$ cat src/rtl/msc_pkg.sv
package msc_pkg;
  // Indices of the host-driven pins inside the synchroniser vector.
  localparam int unsigned HOST_W   = 3;
  localparam int unsigned HS_MODE  = 0;
  localparam int unsigned HS_CLR   = 1;
  localparam int unsigned HS_SHIFT = 2;
  // Core-side stage counts.
  localparam int unsigned HOST_SYNC_STAGES = 2;
  localparam int unsigned EVT_CAPTURE_STAGES = 1;
endpackage

$ cat src/rtl/msc_sync.sv
module msc_sync #(
  parameter int unsigned W      = 1,
  parameter int unsigned STAGES = 2
) (
  input  logic         clk_i,
  input  logic         rst_ni,
  input  logic [W-1:0] d_i,
  output logic [W-1:0] q_o
);
  logic [W-1:0] stage_q [STAGES];

  genvar s;
  generate
    for (s = 0; s < STAGES; s++) begin : g_stage
      if (s == 0) begin : g_first
        always_ff @(posedge clk_i or negedge rst_ni) begin
          if (!rst_ni) stage_q[0] <= '0;
          else         stage_q[0] <= d_i;
        end
      end else begin : g_next
        always_ff @(posedge clk_i or negedge rst_ni) begin
          if (!rst_ni) stage_q[s] <= '0;
          else         stage_q[s] <= stage_q[s-1];
        end
      end
    end
  endgenerate

  assign q_o = stage_q[STAGES-1];
endmodule

$ cat src/rtl/msc_edge.sv
module msc_edge #(
  parameter int unsigned W = 1
) (
  input  logic         clk_i,
  input  logic         rst_ni,
  input  logic [W-1:0] lvl_i,
  output logic [W-1:0] rise_o
);
  logic [W-1:0] prev_q;

  always_ff @(posedge clk_i or negedge rst_ni) begin
    if (!rst_ni) prev_q <= '0;
    else         prev_q <= lvl_i;
  end

  assign rise_o = lvl_i & ~prev_q;

  genvar b;
  generate
    for (b = 0; b < W; b++) begin : g_chk
      // one level change yields a single-cycle pulse
      a_r1_single_pulse: assert property (@(posedge clk_i) disable iff (!rst_ni)
        rise_o[b] |=> !rise_o[b]);
    end
  endgenerate
endmodule

$ cat src/rtl/msc_count_core.sv
module msc_count_core #(
  parameter int unsigned WIDTH = 24
) (
  input  logic             clk_i,
  input  logic             rst_ni,
  input  logic             inc_i,
  input  logic             clr_i,
  input  logic             hold_i,
  output logic [WIDTH-1:0] count_o,
  output logic             wrap_o
);
  logic [WIDTH-1:0] count_q;
  logic             wrap_q;
  logic             at_top;
  logic             do_clr;
  logic             do_inc;

  assign at_top = &count_q;
  assign do_clr = clr_i && !hold_i;
  assign do_inc = inc_i && !hold_i && !do_clr;

  always_ff @(posedge clk_i or negedge rst_ni) begin
    if (!rst_ni) begin
      count_q <= '0;
      wrap_q  <= 1'b0;
    end else if (do_clr) begin
      count_q <= '0;
      wrap_q  <= 1'b0;
    end else if (do_inc) begin
      count_q <= count_q + 1'b1;
      if (at_top) wrap_q <= 1'b1;
    end
  end

  assign count_o = count_q;
  assign wrap_o  = wrap_q;

  // a non-wrapping event adds exactly one
  a_r1_step: assert property (@(posedge clk_i) disable iff (!rst_ni)
    (inc_i && !clr_i && !hold_i && !(&count_q)) |=> (count_q == $past(count_q) + 1'b1));
  // clear in count mode zeroes count and flag, even against an event
  a_r2_clear: assert property (@(posedge clk_i) disable iff (!rst_ni)
    (clr_i && !hold_i) |=> (count_q == '0 && !wrap_q));
  // wrap from all ones sets the flag
  a_r3_wrap_sets_flag: assert property (@(posedge clk_i) disable iff (!rst_ni)
    (inc_i && !clr_i && !hold_i && (&count_q)) |=> (wrap_q && count_q == '0));
  // flag is sticky until a clear
  a_r3_sticky: assert property (@(posedge clk_i) disable iff (!rst_ni)
    (wrap_q && !(clr_i && !hold_i)) |=> wrap_q);
  // read mode freezes the state
  a_r7_frozen: assert property (@(posedge clk_i) disable iff (!rst_ni)
    hold_i |=> ($stable(count_q) && $stable(wrap_q)));
endmodule

$ cat src/rtl/msc_shift_out.sv
module msc_shift_out #(
  parameter int unsigned NBITS = 25
) (
  input  logic             clk_i,
  input  logic             rst_ni,
  input  logic             load_i,
  input  logic [NBITS-1:0] word_i,
  input  logic             shift_i,
  output logic             ser_o
);
  localparam int unsigned CW = $clog2(NBITS + 1);
  localparam logic [CW-1:0] FULL = CW'(NBITS);

  logic [NBITS-1:0] sh_q;
  logic [CW-1:0]    left_q;
  logic             busy;

  assign busy = (left_q != '0);

  always_ff @(posedge clk_i or negedge rst_ni) begin
    if (!rst_ni) begin
      sh_q   <= '0;
      left_q <= '0;
    end else if (load_i) begin
      sh_q   <= word_i;
      left_q <= FULL;
    end else if (shift_i && busy) begin
      sh_q   <= {sh_q[NBITS-2:0], 1'b0};
      left_q <= left_q - 1'b1;
    end
  end

  assign ser_o = busy ? sh_q[NBITS-1] : 1'b0;

  // a load presents the word MSB at once
  a_r4_load: assert property (@(posedge clk_i) disable iff (!rst_ni)
    load_i |=> (left_q == FULL && ser_o == $past(word_i[NBITS-1])));
  // each accepted shift consumes exactly one bit
  a_r5_one_bit: assert property (@(posedge clk_i) disable iff (!rst_ni)
    (shift_i && !load_i && busy) |=> (left_q == $past(left_q) - 1'b1));
  // once drained, further shifts change nothing and output stays low
  a_r6_drained: assert property (@(posedge clk_i) disable iff (!rst_ni)
    (!busy && !load_i) |=> (!busy && !ser_o));
endmodule

$ cat src/rtl/msc_serial_counter.sv
module msc_serial_counter #(
  parameter int unsigned BYTES = 3
) (
  input  logic clk_i,
  input  logic rst_ni,
  input  logic evt_i,
  input  logic zero_i,
  input  logic read_mode_i,
  input  logic shift_clk_i,
  output logic ser_o
);
  import msc_pkg::*;

  localparam int unsigned WIDTH = 8 * BYTES;
  localparam int unsigned NBITS = WIDTH + 1;

  logic [HOST_W-1:0] host_raw;
  logic [HOST_W-1:0] host_s;
  logic [1:0]        host_lvl;
  logic [1:0]        host_rise;
  logic              evt_s;
  logic              evt_rise;
  logic [WIDTH-1:0]  count;
  logic              wrap;
  logic              in_read;
  logic              load;
  logic              shift;

  assign host_raw[HS_MODE]  = read_mode_i;
  assign host_raw[HS_CLR]   = zero_i;
  assign host_raw[HS_SHIFT] = shift_clk_i;

  msc_sync #(.W(HOST_W), .STAGES(HOST_SYNC_STAGES)) u_host_sync (
    .clk_i (clk_i), .rst_ni(rst_ni), .d_i(host_raw), .q_o(host_s)
  );

  msc_sync #(.W(1), .STAGES(EVT_CAPTURE_STAGES)) u_evt_cap (
    .clk_i (clk_i), .rst_ni(rst_ni), .d_i(evt_i), .q_o(evt_s)
  );

  msc_edge #(.W(1)) u_evt_edge (
    .clk_i (clk_i), .rst_ni(rst_ni), .lvl_i(evt_s), .rise_o(evt_rise)
  );

  assign host_lvl = {host_s[HS_SHIFT], host_s[HS_MODE]};

  msc_edge #(.W(2)) u_host_edge (
    .clk_i (clk_i), .rst_ni(rst_ni), .lvl_i(host_lvl), .rise_o(host_rise)
  );

  assign in_read = host_s[HS_MODE];
  assign load    = host_rise[0];
  assign shift   = host_rise[1] && in_read;

  msc_count_core #(.WIDTH(WIDTH)) u_core (
    .clk_i  (clk_i),
    .rst_ni (rst_ni),
    .inc_i  (evt_rise),
    .clr_i  (host_s[HS_CLR]),
    .hold_i (in_read),
    .count_o(count),
    .wrap_o (wrap)
  );

  msc_shift_out #(.NBITS(NBITS)) u_shift (
    .clk_i  (clk_i),
    .rst_ni (rst_ni),
    .load_i (load),
    .word_i ({wrap, count}),
    .shift_i(shift),
    .ser_o  (ser_o)
  );

  // width is a whole number of bytes
  initial begin
    a_r10_width: assert (WIDTH % 8 == 0 && BYTES >= 1);
  end

  // output low while reset is held (checked on the clock)
  a_r9_reset_low: assert property (@(posedge clk_i) !rst_ni |-> !ser_o);
endmodule

$ cat config.mk
export PLATFORM = sky130hd
export DESIGN_NAME = msc_serial_counter
export DESIGN_NICKNAME = d
export VERILOG_FILES = /design/src/rtl/msc_pkg.sv /design/src/rtl/msc_sync.sv /design/src/rtl/msc_edge.sv /design/src/rtl/msc_count_core.sv /design/src/rtl/msc_shift_out.sv /design/src/rtl/msc_serial_counter.sv
export SDC_FILE = /design/constraint.sdc
export NUM_CORES = 1
export LEC_CHECK = 0
export BUFFER_PORTS_ARGS = -buffer_cell sky130_fd_sc_hd__buf_4
export CAP_MARGIN = 10
export CORE_UTILIZATION = 34
export DETAILED_ROUTE_END_ITERATION = 12
export HOLD_SLACK_MARGIN = 0.03
export PLACE_DENSITY = 0.5
export SYNTH_ARGS = -nofsm -noshare
export SYNTH_HDL_FRONTEND = slang
export SYNTH_HIERARCHICAL = 1
export SYNTH_SLANG_ARGS = --single-unit
export TNS_END_PERCENT = 30
$ cat constraint.sdc
create_clock -name clk_i -period 2.3 [get_ports clk_i]
set_clock_uncertainty 0.1 [all_clocks]
set_input_delay 0.23 -clock clk_i [delete_from_list [all_inputs] [get_ports clk_i]]
set_output_delay 0.23 -clock clk_i [all_outputs]
set_load 0.02 [all_outputs]
* Yosys cells after proc, flatten, opt, wreduce, memory -nomap -nowiden
Cells that the tools add are included.
** Operators by class
- Add/sub/neg operators :: 2
- Mux-type cells :: 10
- Bitwise gates (word level) :: 4
- Reductions and logical operators :: 13
** Operator list (count)
- 2-to-1 mux 25 bit :: 2
- 2-to-1 mux 24 bit :: 2
- adder 24 x 1 -> 24 bit (second input constant) :: 1
- AND reduction 24 bit :: 1
- 2-to-1 mux 5 bit :: 2
- nonzero test 2 bit :: 3
- logical AND 1 bit :: 5
- nonzero test 5 bit :: 1
- subtractor 5 x 1 -> 5 bit (second input constant) :: 1
- 2-to-1 mux 1 bit :: 4
- AND 2 bit :: 1
- zero test 1 bit :: 2
- inverter 2 bit :: 1
- AND reduction 2 bit :: 1
- AND 1 bit :: 1
- inverter 1 bit :: 1
** Word-level totals
- Flip-flop bits (word level) :: 65
- Input bits :: 6
- Output and inout port bits :: 1
- Word-level logic and storage cells :: 38

* Logic depth before layout (Yosys ltp)
- Depth in word-level cells :: 6
- Gate-level depth with buffers :: 8
- Depth with buffers taken out :: 5

* Hierarchy
The synthesis kept the hierarchy.
** Modules (own cells, without submodules)
- msc_shift_out :: times used 1, cells each 166, area an instance 1545.2 um2, seq. area each 750.7 um2
- msc_count_core :: times used 1, cells each 144, area an instance 1351.3 um2, seq. area each 625.6 um2
- msc_sync at u_host_sync :: times used 1, cells each 9, area an instance 172.7 um2, seq. area each 150.1 um2
- msc_edge at u_host_edge :: times used 1, cells each 4, area an instance 77.6 um2, seq. area each 50.0 um2
- msc_edge at u_evt_edge :: times used 1, cells each 2, area an instance 38.8 um2, seq. area each 25.0 um2
- msc_sync at u_evt_cap :: times used 1, cells each 1, area an instance 25.0 um2, seq. area each 25.0 um2
- msc_serial_counter :: times used 1, cells each 1, area an instance 6.3 um2, seq. area each 0.0 um2

* Least setup slack after synthesis
OpenSTA, ideal clock, no wires.
- Kind :: register to register
- Start point :: register u_core.count_q[0] (netlist: u_core/count_o[0])
- End point :: register u_core.count_q[20] (netlist: u_core/count_o[20])
- Setup time :: 0.077 ns
- Arrival :: 1.794 ns
- Slack :: 0.328 ns
- Stages on the path, launching flop included :: 6
- Path buffers :: 0
- Path through :: dfrtp_1 -> ha_1 -> nand3_2 -> or4_4 -> or3_1 -> a21oi_1
** On the way
- Word-level cells in the longest chain between the ends :: 3
** RTL lines
- from (decl) :: line msc_count_core.sv:12 : logic [WIDTH-1:0] count_q;
- from (signal assigned) :: line msc_count_core.sv:30 : count_q <= count_q + 1'b1;
- adder 24 x 1 -> 24 bit :: line msc_count_core.sv:30
- 2-to-1 mux 24 bit :: line msc_count_core.sv:29 : end else if (do_inc) begin
- 2-to-1 mux 24 bit :: line msc_count_core.sv:26 : end else if (do_clr) begin
Every way passes these cells. The select of a mux whose other input is x is not followed.
A chain may end at the register's enable or synchronous reset.

* Worst setup path after layout
- Start point :: register u_shift.left_q[0]
- End point :: output ser_o
** On the way
- Word-level cells in the longest chain between the ends :: 2
** RTL lines
- from (decl) :: line msc_shift_out.sv:15 : logic [CW-1:0] left_q;
- from (signal assigned) :: line msc_shift_out.sv:29 : left_q <= left_q - 1'b1;
- nonzero test 5 bit :: line msc_shift_out.sv:18 : assign busy = (left_q != '0);
- 2-to-1 mux 1 bit :: line msc_shift_out.sv:33 : assign ser_o = busy ? sh_q[NBITS-1] : 1'b0;
- to (decl) :: line msc_serial_counter.sv:10 : output logic ser_o
Every way passes these cells.

==> run_results.csv <==
group,metric,value,unit
setup_path,path_depth,5,
clock_tree,cts_buffers,9,
global_routing,grt_first_pass_wirelength,12.4,mm
floorplan,start_util,35.0,%
setup_path,critPathCaptureType,"primary output",
pwr,power_density,674,nW/um^2
outcome,status,"finished, final reports clean",
setup_path,path_cells,"inv_1, ha_1, or4b_4, and2_1, buf_4",
route,via_count,2524,
timing,slew-limit-headroom,43.6,%
synth,synth_area_per_cell,9.84,um^2
route,drt-total-wl,7.32,mm
placement,pre_cts_ws,0.289,ns
pwr,power.leakage,1.45,nW
clock_tree,clk_latency,0.34,ns
synth,ys_async_sr_fraction,100,%
clock_tree,cts_tree,"done",
min_path,min-delay-start,"u_host_sync/stage_q[4]$_DFF_PN0_",
min_path,hold_class,"reg -> reg",
setup_path,crit_required,1.97,ns
synth,synthCells,327,
setup_path,path_buf_inv,2,
placement,dp_hpwl,4.70,mm
timing,finalSetupViolCount,0,
timing,max_freq,0.460,GHz
synth,ys_top_cells_by_count,"dfrtp_1, a21oi_1, o21ai_0",
synth,synth_top_area_share,50.6,%
placement,placed_area,3410,um^2
setup_path,critical_path_class,"reg -> out",
timing,fin_setup_tns,0,ns
setup_path,r2r_setup_slack,0.20,ns
pwr,p_seq_share,51.7,%
pwr,finalPower,2.47,mW
cells_and_area,antenna_cells,0,
floorplan,ios,7,
synth,syn-num-nets,335,
floorplan,core,9200,um^2
route,first_pass_iters,4,
placement,numPortBuffers,6,
clock_tree,cts_root_buffer,"clkbuf_8",
floorplan,rows,35,
synth,synth_most_common_cell,"dfrtp_1",
pwr,switching_share,25.2,%
min_path,min_to,"u_host_sync/q_o[1]$_DFF_PN0_",
setup_path,rr_endpoint,"u_shift/sh_q[13]$_DFFE_PN0P_",
setup_path,cp_slowest_stage_delay,0.50,ns
cells_and_area,drive_gt1_share,15.0,%
timing,slew_viol_final,0,
timing,period_needed,2.18,ns
route,post_drt_via_cell_ratio,5.51,
setup_path,worst_path_dominant_cell_family,"simple AND/OR/NAND/NOR gates",
pwr,power.switching,0.622,mW
synth,syn_area,3220,um^2
min_path,hold-path-cell-count,0,
route,drc,0,
placement,dp.cells,437,
route,drt_iter0_drc,94,
global_routing,grt_overflow_total,0,
synth,ys_warn_count,6,
setup_path,r2r-start,"u_shift/left_q[0]$_DFFE_PN0P_",
clock_tree,cts.sink_count,65,
setup_path,start_kind,"register",
setup_path,arrival,1.85,ns
cells_and_area,area_growth,13.9,%
setup_path,critPathMaxFanout,5,
cells_and_area,finalNonFillerCells,458,
route,ant_nets,0,
route,wl_per_cell,16.0,um
timing,worst_slew_pin_slew,0.846,ns
floorplan,die_w,99.3,um
pwr,ir_drop,0.301,mV
synth,yosysTopAreaCell,"dfrtp_1",
synth,synth_top_cells_by_area,"dfrtp_1, a21oi_1, o21ai_0",
cells_and_area,fin_area,3660,um^2
pwr,pwr-share-clk,39.0,%
global_routing,first_global_vias,2411,
synth,ys.flop_type,"dfrtp_1",
timing,finalHoldViolations,0,
cells_and_area,final_nets,351,
synth,synth_enable_flop_cells,0,
clock_tree,htree_levels,3,
floorplan,die-area,9850,um^2
global_routing,grt_usage,16.2,%
pwr,intPower,1.85,mW
flow_run,drv_cap,0,
synth,yosysSeqAreaShare,50.6,%
clock_tree,path_clk_slew,0.07,ns
synth,synth_cell_types,46,
setup_path,cp_slowest_cell,"or4b_4",
placement,gp_congestion,0.763,
floorplan,die_y,99.3,um
timing,fin_crit_sh,94.6,%
setup_path,reg2regPathDepth,7,
global_routing,antenna_found_initial,0,
timing,setup_ws,0.124,ns
global_routing,grt_max_degree,66,
synth,synth_seq_cells,65,
timing,rsz0062_at_grt,"false",
clock_tree,cts_buffer_depth,2,
pwr,p_comb_share,9.3,%
## worst max-delay path by stage
stage	from	endpoint	slack, ns
3_5_place_dp	u_core/count_o[0]$_DFFE_PN0P_	u_core/count_o[20]$_DFFE_PN0P_	0.29
2_1_floorplan	u_core/count_o[0]$_DFFE_PN0P_	u_core/count_o[20]$_DFFE_PN0P_	0.33
6_report	u_shift/left_q[0]$_DFFE_PN0P_	ser_o	0.12
3_3_place_gp	u_core/count_o[0]$_DFFE_PN0P_	u_core/count_o[20]$_DFFE_PN0P_	0.29
5_1_grt	u_shift/left_q[0]$_DFFE_PN0P_	ser_o	0.03
4_1_cts	u_shift/left_q[0]$_DFFE_PN0P_	ser_o	0.09
## area by class of cell
cell class / count / area (um^2)
Sequential cell: 65 / 1630
Fill cell: 933 / 5530
Tap cell: 111 / 139
Clock inverter: 5 / 56.3
Inverter: 7 / 26.3
Timing Repair Buffer: 27 / 228
Clock buffer: 10 / 138
Multi-Input combinational cell: 233 / 1450
## through the flow
| stage | hold slack, ns | utilization [%] |
|---|---|---|
| finish | 0.250 | 39.9 |
| CTS | 0.255 | 39.9 |
| detailed placement | 0.236 | 37.1 |
| global route | 0.258 | 39.9 |
| global placement | 0.233 | 37.1 |
| floorplan | -0.166 | - |
## metal layers
metal,up-vias,track usage [%],part of all wire [%]
li1,1230,-,-
met3,10,4.50,3.6
met5,-,0,0
met2,50,23.5,43
met1,1234,23.2,51
met4,0,5.32,1.5
## power groups by stage
| stage | Sequential, mW | Combinational [mW] | Clock (mW) |
|---|---|---|---|
| 2_1_floorplan | 1.28 | 0.163 | 0 |
| 3_3_place_gp | 1.30 | 0.220 | 0 |
| 3_5_place_dp | 1.30 | 0.225 | 0 |
| 4_1_cts | 1.28 | 0.232 | 1.00 |
| 5_1_grt | 1.29 | 0.260 | 1.06 |
| 6_report | 1.28 | 0.229 | 0.964 |
## cells in the final DEF, fill, tap and decap left out, types with 9 or more instances in the layout
cell / instances
a21oi_1: 39
a31oi_1: 24
buf_4: 21
clkbuf_8: 10
dfrtp_1: 65
nand2_1: 9
nor2_1: 13
nor2b_1: 27
o21ai_0: 37
xnor2_1: 9
## flip-flops by register name (all words and copies together) (netlist names)
register and cells:
u_host_sync/q_o 3, u_evt_edge/prev_q 1, u_shift/sh_q 25, u_shift/left_q 5
u_core/count_o 24, u_host_edge/prev_q 2, u_host_sync/stage_q 3, u_core/wrap_o 1
u_evt_cap/q_o 1
## kinds of logic (layout without fill, tap and decap cells)
| group | count (synthesis) | after routing | share of synthesized area, % |
|---|---|---|---|
| AO/OA/AOI/OAI | 112 | 112 | 19.6 |
| XOR/XNOR | 9 | 9 | 2.45 |
| adder cells (fa/ha/maj) | 2 | 2 | 0.778 |
| buffers and inverters | 29 | 49 | 4.32 |
| flip-flops | 65 | 65 | 50.6 |
| multiplexers | 1 | 1 | 0.350 |
| AND/OR/NAND/NOR | 109 | 109 | 22.0 |
## worst reg2reg max path, stage by stage, from the launching register on
cell	delay, ns
dfrtp_1	0.39
inv_1	0.08
ha_1	0.22
or4b_4	0.50
buf_4	0.21
buf_4	0.18
a31oi_1	0.22
a21oi_1	0.09
## timing repair
| item | CTS | global route |
|---|---|---|
| setup endpoints to repair | 1 | 0 |
| buffers inserted | 1 | 0 |
| hold buffers | 5 | 0 |
| gates resized for setup | 0 | 0 |
| hold endpoints to repair | 69 | 0 |
(Power assumes the default switching activity.)
